**src/rtl/tbase_pkg.sv**
```systemverilog
// Shared types for the time-base counter.
// Assumes: a register bus with a one-cycle write strobe.
package tbase_pkg;
    localparam int DIV_W   = 10;
    localparam int SRC_W   = 3;
    localparam int N_TRIG  = 4;
    localparam int TSEL_W  = $clog2(N_TRIG);
    localparam int N_SRC   = 5;

    typedef struct packed {
        logic              upd_hold;
        logic              dbg_run;
        logic              idle_run;
        logic              halt_irq_en;
        logic              halt_en;
        logic [TSEL_W-1:0] trig_sel;
        logic              trig_rise;
        logic              trig_en;
        logic [SRC_W-1:0]  src_sel;
        logic [DIV_W-1:0]  ratio;
    } cfg_t;

    localparam int WD_W = $bits(cfg_t);

    typedef enum logic [2:0] {
        A_CFG    = 3'd0,
        A_STAT   = 3'd1,
        A_COUNT  = 3'd2,
        A_LIMIT  = 3'd3,
        A_SHADOW = 3'd4
    } reg_addr_e;
endpackage

```
**src/rtl/tbase_sync.sv**
```systemverilog
// Two-flop synchronizer for a vector of asynchronous levels.
// Assumes: each bit is independent (no bus coherency is needed).
module tbase_sync #(
    parameter int W = 1
) (
    input  logic         clk,
    input  logic         rst_n,
    input  logic [W-1:0] async_i,
    output logic [W-1:0] lvl_o
);
    logic [W-1:0] meta_q;
    logic [W-1:0] sync_q;

    // Two flop stages to resolve metastability
    always_ff @(posedge clk) begin
        if (!rst_n) begin
            meta_q <= '0;
            sync_q <= '0;
        end else begin
            meta_q <= async_i;
            sync_q <= meta_q;
        end
    end

    assign lvl_o = sync_q;
endmodule

```
**src/rtl/tbase_clk_src.sv**
```systemverilog
// Count-enable source selection with divide-by-two stages.
// Assumes: tmr_ovf_in is synchronous; ext_in and xosc_in are asynchronous.
module tbase_clk_src
    import tbase_pkg::*;
(
    input  logic             clk,
    input  logic             rst_n,
    input  logic [SRC_W-1:0] sel,
    input  logic             clr,
    input  logic             tmr_ovf_in,
    input  logic             ext_in,
    input  logic             xosc_in,
    output logic             src_en
);
    logic [1:0]       lvl;
    logic [1:0]       prev_q;
    logic [N_SRC-1:0] ev;
    logic [N_SRC-1:0] pre;

    tbase_sync #(.W(2)) u_sync (
        .clk    (clk),
        .rst_n  (rst_n),
        .async_i({xosc_in, ext_in}),
        .lvl_o  (lvl)
    );

    // Delayed copy of the synchronized levels for edge detection
    always_ff @(posedge clk) begin
        if (!rst_n) prev_q <= '0;
        else        prev_q <= lvl;
    end

    assign ev[0] = 1'b1;
    assign ev[1] = tmr_ovf_in;
    assign ev[2] = prev_q[0] & ~lvl[0];
    assign ev[3] = lvl[1] & ~prev_q[1];
    assign ev[4] = lvl[0] ^ prev_q[0];

    assign pre[0] = (sel == SRC_W'(0));

    for (genvar i = 1; i < N_SRC; i++) begin : g_div2
        logic tog_q;
        // Toggle on every qualifying event of the selected source
        always_ff @(posedge clk) begin
            if (!rst_n)                           tog_q <= 1'b0;
            else if (clr)                         tog_q <= 1'b0;
            else if (sel == SRC_W'(i) && ev[i])   tog_q <= ~tog_q;
        end
        assign pre[i] = (sel == SRC_W'(i)) && ev[i] && tog_q;
    end

    assign src_en = |pre;
endmodule

```
**src/rtl/tbase_divider.sv**
```systemverilog
// Programmable enable divider; a ratio of 0 divides by 2**DIV_W.
// Assumes: adv is already qualified by the run state.
module tbase_divider
    import tbase_pkg::*;
(
    input  logic             clk,
    input  logic             rst_n,
    input  logic             clr,
    input  logic             adv,
    input  logic [DIV_W-1:0] ratio,
    output logic             tick,
    output logic [DIV_W-1:0] div_cnt,
    output logic             half
);
    logic [DIV_W-1:0] last;
    logic [DIV_W:0]   eff;

    assign last = ratio - 1'b1;
    assign eff  = {ratio == '0, ratio};
    assign tick = adv && (div_cnt == last);
    assign half = {1'b0, div_cnt} >= (eff >> 1);

    // Count qualified enables and restart after the last one
    always_ff @(posedge clk) begin
        if (!rst_n)   div_cnt <= '0;
        else if (clr) div_cnt <= '0;
        else if (adv) div_cnt <= tick ? '0 : div_cnt + 1'b1;
    end
endmodule

```
**src/rtl/tbase_run_ctl.sv**
```systemverilog
// Run gating: trigger-start latch plus halt, idle and debug stops.
// Assumes: core_idle and core_debug are synchronous to clk.
module tbase_run_ctl
    import tbase_pkg::*;
(
    input  logic              clk,
    input  logic              rst_n,
    input  logic              run,
    input  logic              trig_en,
    input  logic              trig_rise,
    input  logic [TSEL_W-1:0] trig_sel,
    input  logic [N_TRIG-1:0] trig_in,
    input  logic              halt_in,
    input  logic              halt_en,
    input  logic              core_idle,
    input  logic              idle_run,
    input  logic              core_debug,
    input  logic              dbg_run,
    output logic              go,
    output logic              started,
    output logic              halt_hit
);
    logic [N_TRIG:0]   lvl;
    logic [N_TRIG-1:0] tprev_q;
    logic              t_now;
    logic              t_old;
    logic              hit_edge;

    tbase_sync #(.W(N_TRIG + 1)) u_sync (
        .clk    (clk),
        .rst_n  (rst_n),
        .async_i({halt_in, trig_in}),
        .lvl_o  (lvl)
    );

    // Delayed copy of the trigger levels
    always_ff @(posedge clk) begin
        if (!rst_n) tprev_q <= '0;
        else        tprev_q <= lvl[N_TRIG-1:0];
    end

    assign t_now    = lvl[trig_sel];
    assign t_old    = tprev_q[trig_sel];
    assign hit_edge = trig_rise ? (t_now & ~t_old) : (~t_now & t_old);

    // Start latch: set by the chosen edge, cleared with run
    always_ff @(posedge clk) begin
        if (!rst_n)                   started <= 1'b0;
        else if (!run)                started <= 1'b0;
        else if (trig_en && hit_edge) started <= 1'b1;
    end

    assign halt_hit = halt_en && lvl[N_TRIG];
    assign go = run && (!trig_en || started) && !halt_hit
             && !(core_idle && !idle_run) && !(core_debug && !dbg_run);
endmodule

```
**src/rtl/tbase_counter.sv**
```systemverilog
// Time-base top: registers, limit shadow, counter and wrap flag.
// Assumes: the register write strobe lasts one cycle per access.
module tbase_counter
    import tbase_pkg::*;
#(
    parameter int CNT_W = 16
) (
    input  logic              clk,
    input  logic              rst_n,
    input  logic              reg_wr,
    input  logic [2:0]        reg_addr,
    input  logic [WD_W-1:0]   reg_wdata,
    output logic [31:0]       reg_rdata,
    input  logic              tmr_ovf_in,
    input  logic              ext_in,
    input  logic              xosc_in,
    input  logic [N_TRIG-1:0] trig_in,
    input  logic              halt_in,
    input  logic              core_idle,
    input  logic              core_debug,
    output logic [CNT_W-1:0]  count_o,
    output logic              ovf_tick_o,
    output logic              ovf_flag_o,
    output logic              halt_irq_o
);
    cfg_t             cfg_q;
    logic             run_q, ovf_q, halt_q, ovf_tick_q;
    logic [CNT_W-1:0] cnt_q, lim_q, shd_q;
    logic             go, started, halt_hit, src_en, cnt_tick, wrap, half;
    logic [DIV_W-1:0] div_cnt;
    logic             wr_cfg, wr_stat, wr_count, wr_limit, wr_shadow;

    assign wr_cfg    = reg_wr && (reg_addr == A_CFG);
    assign wr_stat   = reg_wr && (reg_addr == A_STAT);
    assign wr_count  = reg_wr && (reg_addr == A_COUNT);
    assign wr_limit  = reg_wr && (reg_addr == A_LIMIT);
    assign wr_shadow = reg_wr && (reg_addr == A_SHADOW);

    tbase_clk_src u_src (
        .clk(clk), .rst_n(rst_n), .sel(cfg_q.src_sel), .clr(wr_count),
        .tmr_ovf_in(tmr_ovf_in), .ext_in(ext_in), .xosc_in(xosc_in),
        .src_en(src_en)
    );

    tbase_divider u_div (
        .clk(clk), .rst_n(rst_n), .clr(wr_count), .adv(go && src_en),
        .ratio(cfg_q.ratio), .tick(cnt_tick), .div_cnt(div_cnt), .half(half)
    );

    tbase_run_ctl u_run (
        .clk(clk), .rst_n(rst_n), .run(run_q), .trig_en(cfg_q.trig_en),
        .trig_rise(cfg_q.trig_rise), .trig_sel(cfg_q.trig_sel),
        .trig_in(trig_in), .halt_in(halt_in), .halt_en(cfg_q.halt_en),
        .core_idle(core_idle), .idle_run(cfg_q.idle_run),
        .core_debug(core_debug), .dbg_run(cfg_q.dbg_run),
        .go(go), .started(started), .halt_hit(halt_hit)
    );

    assign wrap = cnt_tick && (cnt_q == lim_q);

    // Configuration register
    always_ff @(posedge clk) begin
        if (!rst_n)      cfg_q <= '0;
        else if (wr_cfg) cfg_q <= cfg_t'(reg_wdata);
    end

    // Run bit and the two sticky flags (set wins over clear)
    always_ff @(posedge clk) begin
        if (!rst_n) begin
            run_q  <= 1'b0;
            ovf_q  <= 1'b0;
            halt_q <= 1'b0;
        end else begin
            if (wr_stat) run_q <= reg_wdata[0];
            if (wrap)                         ovf_q <= 1'b1;
            else if (wr_stat && !reg_wdata[1]) ovf_q <= 1'b0;
            if (halt_hit)                     halt_q <= 1'b1;
            else if (wr_stat && !reg_wdata[2]) halt_q <= 1'b0;
        end
    end

    // Counter with wrap at the limit and the one-cycle wrap pulse
    always_ff @(posedge clk) begin
        if (!rst_n) begin
            cnt_q      <= '0;
            ovf_tick_q <= 1'b0;
        end else begin
            ovf_tick_q <= wrap && !wr_count;
            if (wr_count)      cnt_q <= reg_wdata[CNT_W-1:0];
            else if (cnt_tick) cnt_q <= wrap ? '0 : cnt_q + 1'b1;
        end
    end

    // Limit and its shadow, reloaded on wrap unless held
    always_ff @(posedge clk) begin
        if (!rst_n) begin
            lim_q <= '0;
            shd_q <= '0;
        end else begin
            if (wr_limit)                    lim_q <= reg_wdata[CNT_W-1:0];
            else if (wrap && !cfg_q.upd_hold) lim_q <= shd_q;
            if (wr_shadow) shd_q <= reg_wdata[CNT_W-1:0];
        end
    end

    // Read data multiplexer
    always_comb begin
        reg_rdata = '0;
        case (reg_addr)
            A_CFG:    reg_rdata = 32'(cfg_q);
            A_STAT:   reg_rdata = {6'b0, div_cnt, 11'b0, half, started,
                                   halt_q, ovf_q, run_q};
            A_COUNT:  reg_rdata = 32'(cnt_q);
            A_LIMIT:  reg_rdata = 32'(lim_q);
            A_SHADOW: reg_rdata = 32'(shd_q);
            default:  reg_rdata = '0;
        endcase
    end

    assign count_o    = cnt_q;
    assign ovf_tick_o = ovf_tick_q;
    assign ovf_flag_o = ovf_q;
    assign halt_irq_o = halt_q && cfg_q.halt_irq_en;
endmodule

```
**config.mk**
```make
export PLATFORM = sky130hd
export DESIGN_NAME = tbase_counter
export DESIGN_NICKNAME = d
export VERILOG_FILES = /design/src/rtl/tbase_pkg.sv /design/src/rtl/tbase_sync.sv /design/src/rtl/tbase_clk_src.sv /design/src/rtl/tbase_divider.sv /design/src/rtl/tbase_run_ctl.sv /design/src/rtl/tbase_counter.sv
export SDC_FILE = /design/constraint.sdc
export NUM_CORES = 1
export LEC_CHECK = 0
export BUFFER_PORTS_ARGS = -buffer_cell sky130_fd_sc_hd__buf_2
export CORE_MARGIN = 4
export CORE_UTILIZATION = 50
export CTS_CLUSTER_DIAMETER = 40
export DETAILED_ROUTE_END_ITERATION = 7
export GPL_TIMING_DRIVEN = 0
export PLACE_DENSITY = 0.8
export REMOVE_ABC_BUFFERS = 1
export SKIP_CTS_REPAIR_TIMING = 1
export SKIP_LAST_GASP = 1
export SYNTH_ARGS = -nofsm -noshare
export SYNTH_HDL_FRONTEND = slang
export SYNTH_SLANG_ARGS = --single-unit
```
**constraint.sdc**
```tcl
create_clock -name clk -period 6.38 [get_ports clk]
set_input_delay 0.319 -clock clk [delete_from_list [all_inputs] [get_ports clk]]
set_output_delay 0.319 -clock clk [all_outputs]
set_load 0.05 [all_outputs]
```
==> impl_metrics.json, run 1 <==
{
  "status": "finished with violations",
  "violations": "DRC",
  "cp_top_family": "simple AND/OR/NAND/NOR gates",
  "drive_above_1_share": 0.157,
  "synth_adder_area_share": 0.0283,
  "clk_latency_ns": 0.36,
  "path_buf_inv": 0,
  "met3_usage": 0.0608,
  "fin_setup_tns_ns": 0,
  "grt_max_degree": 55,
  "grt.total_usage": 0.249,
  "post_drt_wl_per_cell_um": 18.1,
  "post-route-drc-count": 3,
  "nets": 864,
  "synth_edf_count": 0,
  "synth-compound-area-share": 0.185,
  "cts_root_buf": "clkbuf_16",
  "grt_pass1_wl_um": 28300,
  "yosys.area_share.simple": 0.235,
  "critical_path.cell_chain": "or3_1 -> or3_1 -> a32oi_1 -> a21oi_1 -> nor4_4 -> or2_1 -> a21oi_1",
  "synth_top_area_share": 0.353,
  "vdd_ir_drop_max_mv": 0.179,
  "p_switching_uw": 452,
  "synth_seq_cells": 109,
  "p_clk_frac": 0.384,
  "crit_slowest_cell": "nor4_4",
  "finalCritPeriodShare": 0.635,
  "dr.pass1.iters": 8,
  "p_leak_uw": 0.00279,
  "drv_cap": 0,
  "grt_pass1_vias": 5439,
  "setup-violations-final": 0,
  "pre_cts_ws_ns": 2.42,
  "drt-initial-drc-count": 585,
  "grt_setup_unrepaired": "false",
  "fin_crit_ns": 4.05,
  "initial_core_util": 0.513,
  "busiest_layer": "met2",
  "path_clk_slew_ns": 0.07,
  "path_max_fanout": 17,
  "antenna_cells": 0,
  "ys_warn_count": 0,
  "cts_tree": "done",
  "synthTopCellsByArea": "dfxtp_1 35%, mux2i_1 7.3%, nand2_1 6.8%, a21oi_1 6.7%, nor2_1 3.9%",
  "rows": 40,
  "hold_viol_final": 0,
  "die_x_um": 119,
  "fin_skew_ns": 0.0129,
  "antenna_left": 0,
  "via_per_inst": 5.92,
  "cts.sink_count": 109,
  "synth-seq-area-share": 0.353,
  "critPathMaxStageDelay_ns": 1.05,
  "synth_area_leader_cell": "dfxtp_1",
  "hold_depth": 2,
  "gp_congestion": 0.899,
  "syn_to_final_growth_pct": 11.1,
  "r2r_end": "lim_q[0]",
  "maxSlewViolCount": 0,
  "combinationalPowerShare": 0.150,
  "coreArea_mm2": 0.0121,
  "htreeDepth": 3,
  "die_h_um": 119,
  "switching_share": 0.286,
  "pwr-share-seq": 0.465,
  "cp_num_cells": 7,
  "startpoint_type": "flip-flop",
  "crit_required_ns": 6.58,
  "cts_buffers": 9,
  "die_area_mm2": 0.0142,
  "p_int_uw": 1130,
  "max_slew_margin": 0.0561,
  "reg2regPathDepth": 7,
  "io_pins": 89,
  "finalCoreUtilization": 0.569,
  "synth_flop_cell": "dfxtp_1",
  "async_flop_share": 0,
  "hp-start": "xosc_in",
  "holdWs_ns": 0.164,
  "syn_inst": 777,
  "synth_cell_types": 64,
  "totalWireLength_um": 17900,
  "cts_buffer_depth": 2,
  "synth.area.mux_share": 0.0820,
  "rrSetupSlack_ns": 2.33,
  "grtUsageMet1": 0.318,
  "r2r_start": "cfg_q[3]",
  "grt_util_met2": 0.414,
  "hold_end": "u_src.u_sync.meta_q[1]",
  "worstMarginPinSlew_ns": 1.42,
  "cp.arrival_ns": 4.25,
  "grt_overflow": 0,
  "vias": 5824,
  "post_synth_instance_area_mm2": 0.00618,
  "hold_class": "input port to flip-flop",
  "antenna_found_initial": 0,
  "finalWorstSetupSlack_ns": 2.33,
  "synth_top_family_by_area": "simple AND/OR/NAND/NOR gates",
  "fmax_mhz": 247,
  "io_buffers": 82,
  "postSynthAreaPerCell_um2": 7.96,
  "crit_type": "flip-flop to flip-flop",
  "synthXorXnorAreaFrac": 0.0552,
  "endpoint_kind": "flip-flop",
  "hpwl_um": 12000,
  "powerDensity_mw_per_mm2": 230
}
==> kinds of logic after synthesis <==
| family | Yosys count |
|---|---|
| muxes | 48 |
| AOI/OAI and AO/OA | 190 |
| xor gates and xnor gates | 39 |
| buffers and inverters | 82 |
| other | 1 |
| DFF | 109 |
| and+or+nand+nor | 294 |
| adders and majority gates | 14 |
==> metal layers <==
| layer | share of wire | wire (um) |
|---|---|---|
| met1 | 0.41 | 7380 |
| met2 | 0.48 | 8580 |
| met3 | 0.084 | 1510 |
| met4 | 0.021 | 382 |
| met5 | 0 | 0 |
==> worst max-delay path by stage <==
| stage | startpoint | endpoint | slack [ns] |
|---|---|---|---|
| global route | u_src.u_sync.lvl_o[0] | lim_q[5] | 2.02 |
| detailed placement | u_src.u_sync.lvl_o[0] | lim_q[0] | 2.42 |
| floorplan | count_o[12] | lim_q[0] | 2.05 |
| CTS | u_src.u_sync.lvl_o[0] | lim_q[0] | 2.40 |
| finish | cfg_q[3] | lim_q[0] | 2.33 |
| global placement | count_o[2] | lim_q[0] | 0.78 |
==> cells in the mapped netlist (all sizes together) (14+ instances only) <==
cell / instances
a21oi: 93
and2: 22
buf: 16
clkbuf: 50
dfxtp: 109
ha: 14
inv: 15
mux2i: 45
nand2: 112
nor2: 64
o21ai: 38
o31ai: 17
xnor2: 27
==> sequential cells by signal (all words and copies together), names as in the netlist, 2 cells and up <==
name and count:
cfg_q 22, count_o 16, lim_q 16, shd_q 16, u_div.div_cnt 10, u_run.tprev_q 4, u_run.u_sync.lvl_o 5, u_run.u_sync.meta_q 5
u_src.g_div2.tog_q 4, u_src.prev_q 2, u_src.u_sync.lvl_o 2, u_src.u_sync.meta_q 2
==> worst reg2reg max path, stage by stage (launching register included) <==
cell     delay [ns]
dfxtp_1        0.44
or3_1          0.45
or3_1          0.36
a32oi_1        0.23
a21oi_1        0.43
nor4_4         1.05
or2_1          0.79
a21oi_1        0.15
==> final cells by class <==
cell class / count / area (um^2)
Fill cell: 1141 / 5190
Sequential cell: 109 / 2180
Clock buffer: 11 / 233
Tap cell: 168 / 210
Timing Repair Buffer: 85 / 437
Inverter: 16 / 60.1
Multi-Input combinational cell: 591 / 3670
Clock inverter: 4 / 80.1
==> power by group through the flow <==
stage / sequential, uW / combinational, uW / clock, uW
2_1_floorplan: 769 / 126 / 0
3_3_place_gp: 748 / 226 / 0
3_5_place_dp: 748 / 233 / 0
4_1_cts: 733 / 235 / 613
5_1_grt: 737 / 255 / 638
6_report: 734 / 237 / 607
==> metrics by stage <==
step | instances | total power (uW) | cell area, um^2
5_1_grt | 984 | 1630 | 6870
6_report | 984 | 1580 | 6870
3_3_place_gp | 966 | 974 | 6510
2_1_floorplan | 716 | 895 | 5890
3_5_place_dp | 969 | 982 | 6560
4_1_cts | 984 | 1580 | 6870
==> placed cells by master (no fill, tap or decap), types with 8 or more instances in the layout <==
master,n
nand2_1,112
and2_1,22
a21oi_1,83
ha_1,14
nand4_1,13
clkbuf_16,9
xnor2_1,27
nand3_1,13
a21oi_2,10
nand2b_1,12
mux2i_1,45
o21ai_0,37
nor2_1,63
inv_1,15
and3_1,13
xor2_1,12
dfxtp_1,109
a31oi_1,10
buf_2,82
nand3b_1,8
o31ai_1,17
(Power assumes the default switching activity.)
==> run 2, diff against run 1 <==
==> constraint.sdc (replaced) <==
create_clock -name clk -period 4.1 [get_ports clk]
set_input_delay 0.205 -clock clk [delete_from_list [all_inputs] [get_ports clk]]
set_output_delay 0.205 -clock clk [all_outputs]
set_load 0.05 [all_outputs]
==> run 2 against run 1 <==
  * The flow now finishes without violations
  * Final cell count is 0.20% higher
  * Combinational power is 56% higher
  * Clock-buffer cell count stayed put
  * Register-to-register slack worse by 1.8 ns
  * Sequential cell count stayed put
  * Core utilization is 0.12 points higher
  * Die area stayed put
  * First-iteration DRC count is 8.5% lower
==> impl_metrics.json, run 2 (synthesis results as in run 1) <==
{
  "status": "complete, no violations",
  "via_per_inst": 5.89,
  "hold_viol_final": 0,
  "grt_pass1_vias": 5439,
  "syn_to_final_growth_pct": 11.3,
  "crit_type": "flip-flop to flip-flop",
  "die_x_um": 119,
  "fin_skew_ns": 0.0131,
  "vdd_ir_drop_max_mv": 0.277,
  "max_slew_margin": 0.0388,
  "gp_congestion": 0.899,
  "finalCritPeriodShare": 0.860,
  "cts_buffers": 9,
  "cp_top_family": "compound AO/OA/AOI/OAI gates",
  "grt_overflow": 0,
  "clk_latency_ns": 0.36,
  "hold_class": "input port to flip-flop",
  "coreArea_mm2": 0.0121,
  "rrSetupSlack_ns": 0.57,
  "totalWireLength_um": 17900,
  "antenna_left": 0,
  "drt-initial-drc-count": 535,
  "final_cell_mix": "112 x nand2_1, 109 x dfxtp_1, 83 x a21oi_1, 82 x buf_2, 63 x nor2_1",
  "drv_cap": 0,
  "hold_depth": 2,
  "antenna_found_initial": 0,
  "nets": 866,
  "hold_end": "u_run.u_sync.meta_q[1]",
  "grt_pass1_wl_um": 28300,
  "placed_area_mm2": 0.00656,
  "endpoint_kind": "flip-flop",
  "powerDensity_mw_per_mm2": 357,
  "grt_setup_unrepaired": "false",
  "pre_cts_ws_ns": 0.137,
  "antenna_cells": 0,
  "initial_core_util": 0.513,
  "r2r_start": "cfg_q[3]",
  "regMostFlops": "cfg_q",
  "cts_buffer_depth": 2,
  "die_h_um": 119,
  "crit_slowest_cell": "a21oi_1",
  "htreeDepth": 3,
  "cts_root_buf": "clkbuf_16",
  "worstMarginPinSlew_ns": 1.44,
  "reg2regPathDepth": 8,
  "setup-violations-final": 0,
  "hpwl_um": 12000,
  "io_buffers": 82,
  "finalCoreUtilization": 0.571,
  "crit_required_ns": 4.38,
  "cp.arrival_ns": 3.81,
  "path_max_fanout": 16,
  "cts.sink_count": 109,
  "grt_max_degree": 55,
  "instances_no_fill": 986,
  "drive_above_1_share": 0.159,
  "fmax_mhz": 284,
  "r2r_end": "lim_q[0]",
  "rows": 40,
  "vias": 5812,
  "grt.total_usage": 0.249,
  "io_pins": 89,
  "final_cell_area_mm2": 0.00688,
  "maxSlewViolCount": 0,
  "fin_crit_ns": 3.53,
  "post_drt_wl_per_cell_um": 18.1,
  "p_leak_uw": 0.00280,
  "crit_path_frequent_cell": "a21oi_1",
  "critical_path.cell_chain": "or3_1 -> o21ai_0 -> a32oi_1 -> a21oi_1 -> nor4_4 -> buf_4 -> or2_1 -> a21oi_1",
  "dp.cells": 969,
  "finalWorstSetupSlack_ns": 0.574,
  "path_clk_slew_ns": 0.07,
  "critPathMaxStageDelay_ns": 1.14,
  "startpoint_type": "flip-flop",
  "cts_tree": "done",
  "post-route-drc-count": 0,
  "hp-start": "trig_in[1]",
  "dr.pass1.iters": 5,
  "path_buf_inv": 1,
  "layout_commonest_cell": "nand2_1",
  "largest_reg_flops": 22,
  "die_area_mm2": 0.0142
}
[run 2: where the power goes]
group,switching (uW),internal (uW)
combinational,249,120
clock,406,540
sequential,48.9,1090
total,705,1750
[run 2: cell type report]
class                           instances  area [um^2]
Clock inverter                          4         80.1
Sequential cell                       109         2180
Timing Repair Buffer                   87          452
Inverter                               16         60.1
Tap cell                              168          210
Fill cell                            1136         5180
Clock buffer                           11          233
Multi-Input combinational cell        591         3670
[run 2: how the worst max path moves through the flow]
stage                                startpoint        to  cells after the start
after floorplan                     count_o[12]  lim_q[0]                      7
after global placement               count_o[2]  lim_q[0]                      7
after detailed placement  u_src.u_sync.lvl_o[0]  lim_q[0]                      9
after CTS                 u_src.u_sync.lvl_o[0]  lim_q[0]                      9
after global routing                 count_o[2]  lim_q[5]                      9
final                                  cfg_q[3]  lim_q[0]                      8
[run 2: per-layer routing]
layer  share of wire  routed length, um  track usage
met1            0.40               7180        0.318
met2            0.48               8510        0.414
met3           0.099               1770       0.0608
met4           0.022                389       0.0789
met5               0                  0            0
[run 2: stage by stage]
step / total power [uW] / TNS [ns] / hold WS, ns
2_1_floorplan: 1390 / -3.31 / 0.327
3_3_place_gp: 1520 / -24.69 / 0.410
6_report: 2460 / 0 / 0.0517
3_5_place_dp: 1530 / 0 / 0.416
4_1_cts: 2460 / 0 / 0.0443
5_1_grt: 2540 / 0 / 0.0461
==> run 3, diff against run 2 <==
--- a/config.mk
+++ b/config.mk
@@ -12,7 +12,6 @@
 export DETAILED_ROUTE_END_ITERATION = 7
 export GPL_TIMING_DRIVEN = 0
 export PLACE_DENSITY = 0.8
-export REMOVE_ABC_BUFFERS = 1
 export SKIP_CTS_REPAIR_TIMING = 1
 export SKIP_LAST_GASP = 1
 export SYNTH_ARGS = -nofsm -noshare
==> run 3 against run 2 <==
  * Setup slack better by 0.037 ns
  * Maximum frequency is 1.1% higher
  * Sequential cell count stayed put
  * Power is 0.43% lower
  * Sequential share of layout area is 1.1 points lower
  * Critical path depth is 4 higher
  * Clock-buffer cell count is 1 lower
  * First-iteration DRC count is 26% higher
  * Clock skew is 0.00061 ns higher
  * Highest routed layer unchanged
==> impl_metrics.json, run 3 (synthesis results as in run 1) <==
{
  "endpoint_kind": "output pin",
  "crit_required_ns": 3.89,
  "grt_max_degree": 19,
  "p_leak_uw": 0.00290,
  "cts_buffer_depth": 2,
  "drive_above_1_share": 0.157,
  "hold_viol_final": 0,
  "path_clk_slew_ns": 0.08,
  "via_per_inst": 5.80,
  "crit_type": "flip-flop to output pin",
  "rows": 40,
  "finalCritPeriodShare": 0.851,
  "post-route-drc-count": 0,
  "io_buffers": 81,
  "startpoint_type": "flip-flop",
  "die_h_um": 119,
  "critical_path.cell_chain": "clkbuf_1 -> inv_1 -> ha_1 -> or4b_1 -> or3_1 -> ha_1 -> a21oi_1 -> nor2_1 -> a21oi_1 -> o22ai_1 -> a41o_1 -> buf_2",
  "vias": 6070,
  "critPathMaxStageDelay_ns": 0.53,
  "htreeDepth": 3,
  "maxSlewViolCount": 0,
  "drt-initial-drc-count": 676,
  "worstMarginPinSlew_ns": 0.933,
  "hpwl_um": 13700,
  "totalWireLength_um": 18600,
  "grt_pass1_wl_um": 29800,
  "die_x_um": 119,
  "gp_congestion": 0.941,
  "hold_class": "input port to flip-flop",
  "layout_commonest_cell": "nand2_1",
  "nets": 926,
  "coreArea_mm2": 0.0121,
  "clk_latency_ns": 0.36,
  "grt_overflow": 0,
  "finalCoreUtilization": 0.591,
  "crit_slowest_cell": "or4b_1",
  "fin_setup_tns_ns": 0,
  "die_area_mm2": 0.0142,
  "final_cell_area_mm2": 0.00713,
  "antenna_cells": 0,
  "antenna_found_initial": 0,
  "post_drt_wl_per_cell_um": 17.8,
  "cp.arrival_ns": 3.28,
  "initial_core_util": 0.513,
  "cts_root_buf": "clkbuf_16",
  "dr.pass1.iters": 7,
  "cts_buffers": 9,
  "fillCellCount": 1139,
  "grt_pass1_vias": 5736,
  "largest_reg_flops": 22,
  "placed_area_mm2": 0.00682,
  "grt_setup_unrepaired": "false",
  "powerDensity_mw_per_mm2": 343,
  "drv_cap": 0,
  "fin_skew_ns": 0.0137,
  "vdd_ir_drop_max_mv": 0.186,
  "status": "complete, no violations",
  "path_max_fanout": 7,
  "antenna_left": 0,
  "final_cell_mix": "112 x nand2_1, 109 x dfxtp_1, 85 x buf_2, 83 x a21oi_1, 64 x nor2_1",
  "cts.sink_count": 109,
  "syn_to_final_growth_pct": 15.3,
  "fin_crit_ns": 3.49,
  "grt.total_usage": 0.263,
  "fmax_mhz": 287,
  "setup-violations-final": 0,
  "io_pins": 89,
  "regMostFlops": "cfg_q",
  "max_slew_margin": 0.370,
  "instances_no_fill": 1047,
  "cts_tree": "done",
  "dp.cells": 1031
}
[run 3: cell types whose count changed in the layout (fill, tap and decap cells not counted), moves of 2 or more]
cell        delta
buf_4          +3
clkbuf_1      +46
buf_1          +2
clkinvlp_4     +3
clkbuf_2       +2
buf_2          +3
[run 3: worst paths after layout]
check / start / to / slack (ns) / cells past startpoint
worst max-delay path: cfg_q[0] / reg_rdata[4] / 0.61 / 12
worst min-delay path: trig_in[2] / u_run.u_sync.meta_q[2] / 0.05 / 2
worst max register to register: cfg_q[0] / lim_q[15] / 0.76 / 12
worst min register to register: u_run.u_sync.meta_q[3] / u_run.u_sync.lvl_o[3] / 0.43 / 1
[run 3: critical path, delay by kind of cell, from the launching register on]
family,cells,cell delay (ns)
flops,1,0.30
fa+ha+maj,2,0.53
compound gates,4,0.63
buf+inv,3,0.49
simple gates,3,0.96
[run 3: report_power, final]
part | leakage (uW) | total (uW) | switching, uW | internal [uW]
clock | 0.000141 | 918 | 424 | 494
sequential | 0.000886 | 1130 | 37.4 | 1090
combinational | 0.00187 | 398 | 268 | 130
[run 3: stage by stage]
stage	worst slack [ns]	power, uW	hold slack [ns]
2_1_floorplan	1.26	1420	0.332
3_3_place_gp	0.868	1540	0.409
3_5_place_dp	0.868	1540	0.414
4_1_cts	0.622	2440	0.0456
5_1_grt	0.366	2520	0.0566
6_report	0.611	2450	0.0486
[run 3: area by class of cell]
| type | instances | area [um^2] | area share |
|---|---|---|---|
| buffer | 66 | 313 | 0.0439 |
| sequential | 109 | 2180 | 0.306 |
| tap | 168 | 210 | 0.0295 |
| multi-input combinational | 591 | 3650 | 0.512 |
| clock inverter | 6 | 70.1 | 0.00983 |
| clock buffer | 10 | 239 | 0.0335 |
| inverter | 16 | 60.1 | 0.00843 |
| timing repair buffer | 81 | 405 | 0.0569 |
[run 3: layer usage]
metal	vias to the layer above	routed length, um	part of all wire	GRT usage
met5	-	0	0	0
met4	0	534	0.029	0.115
met3	49	1790	0.096	0.0442
met2	299	8570	0.46	0.417
met1	2832	7730	0.41	0.353
li1	2890	-	-	-
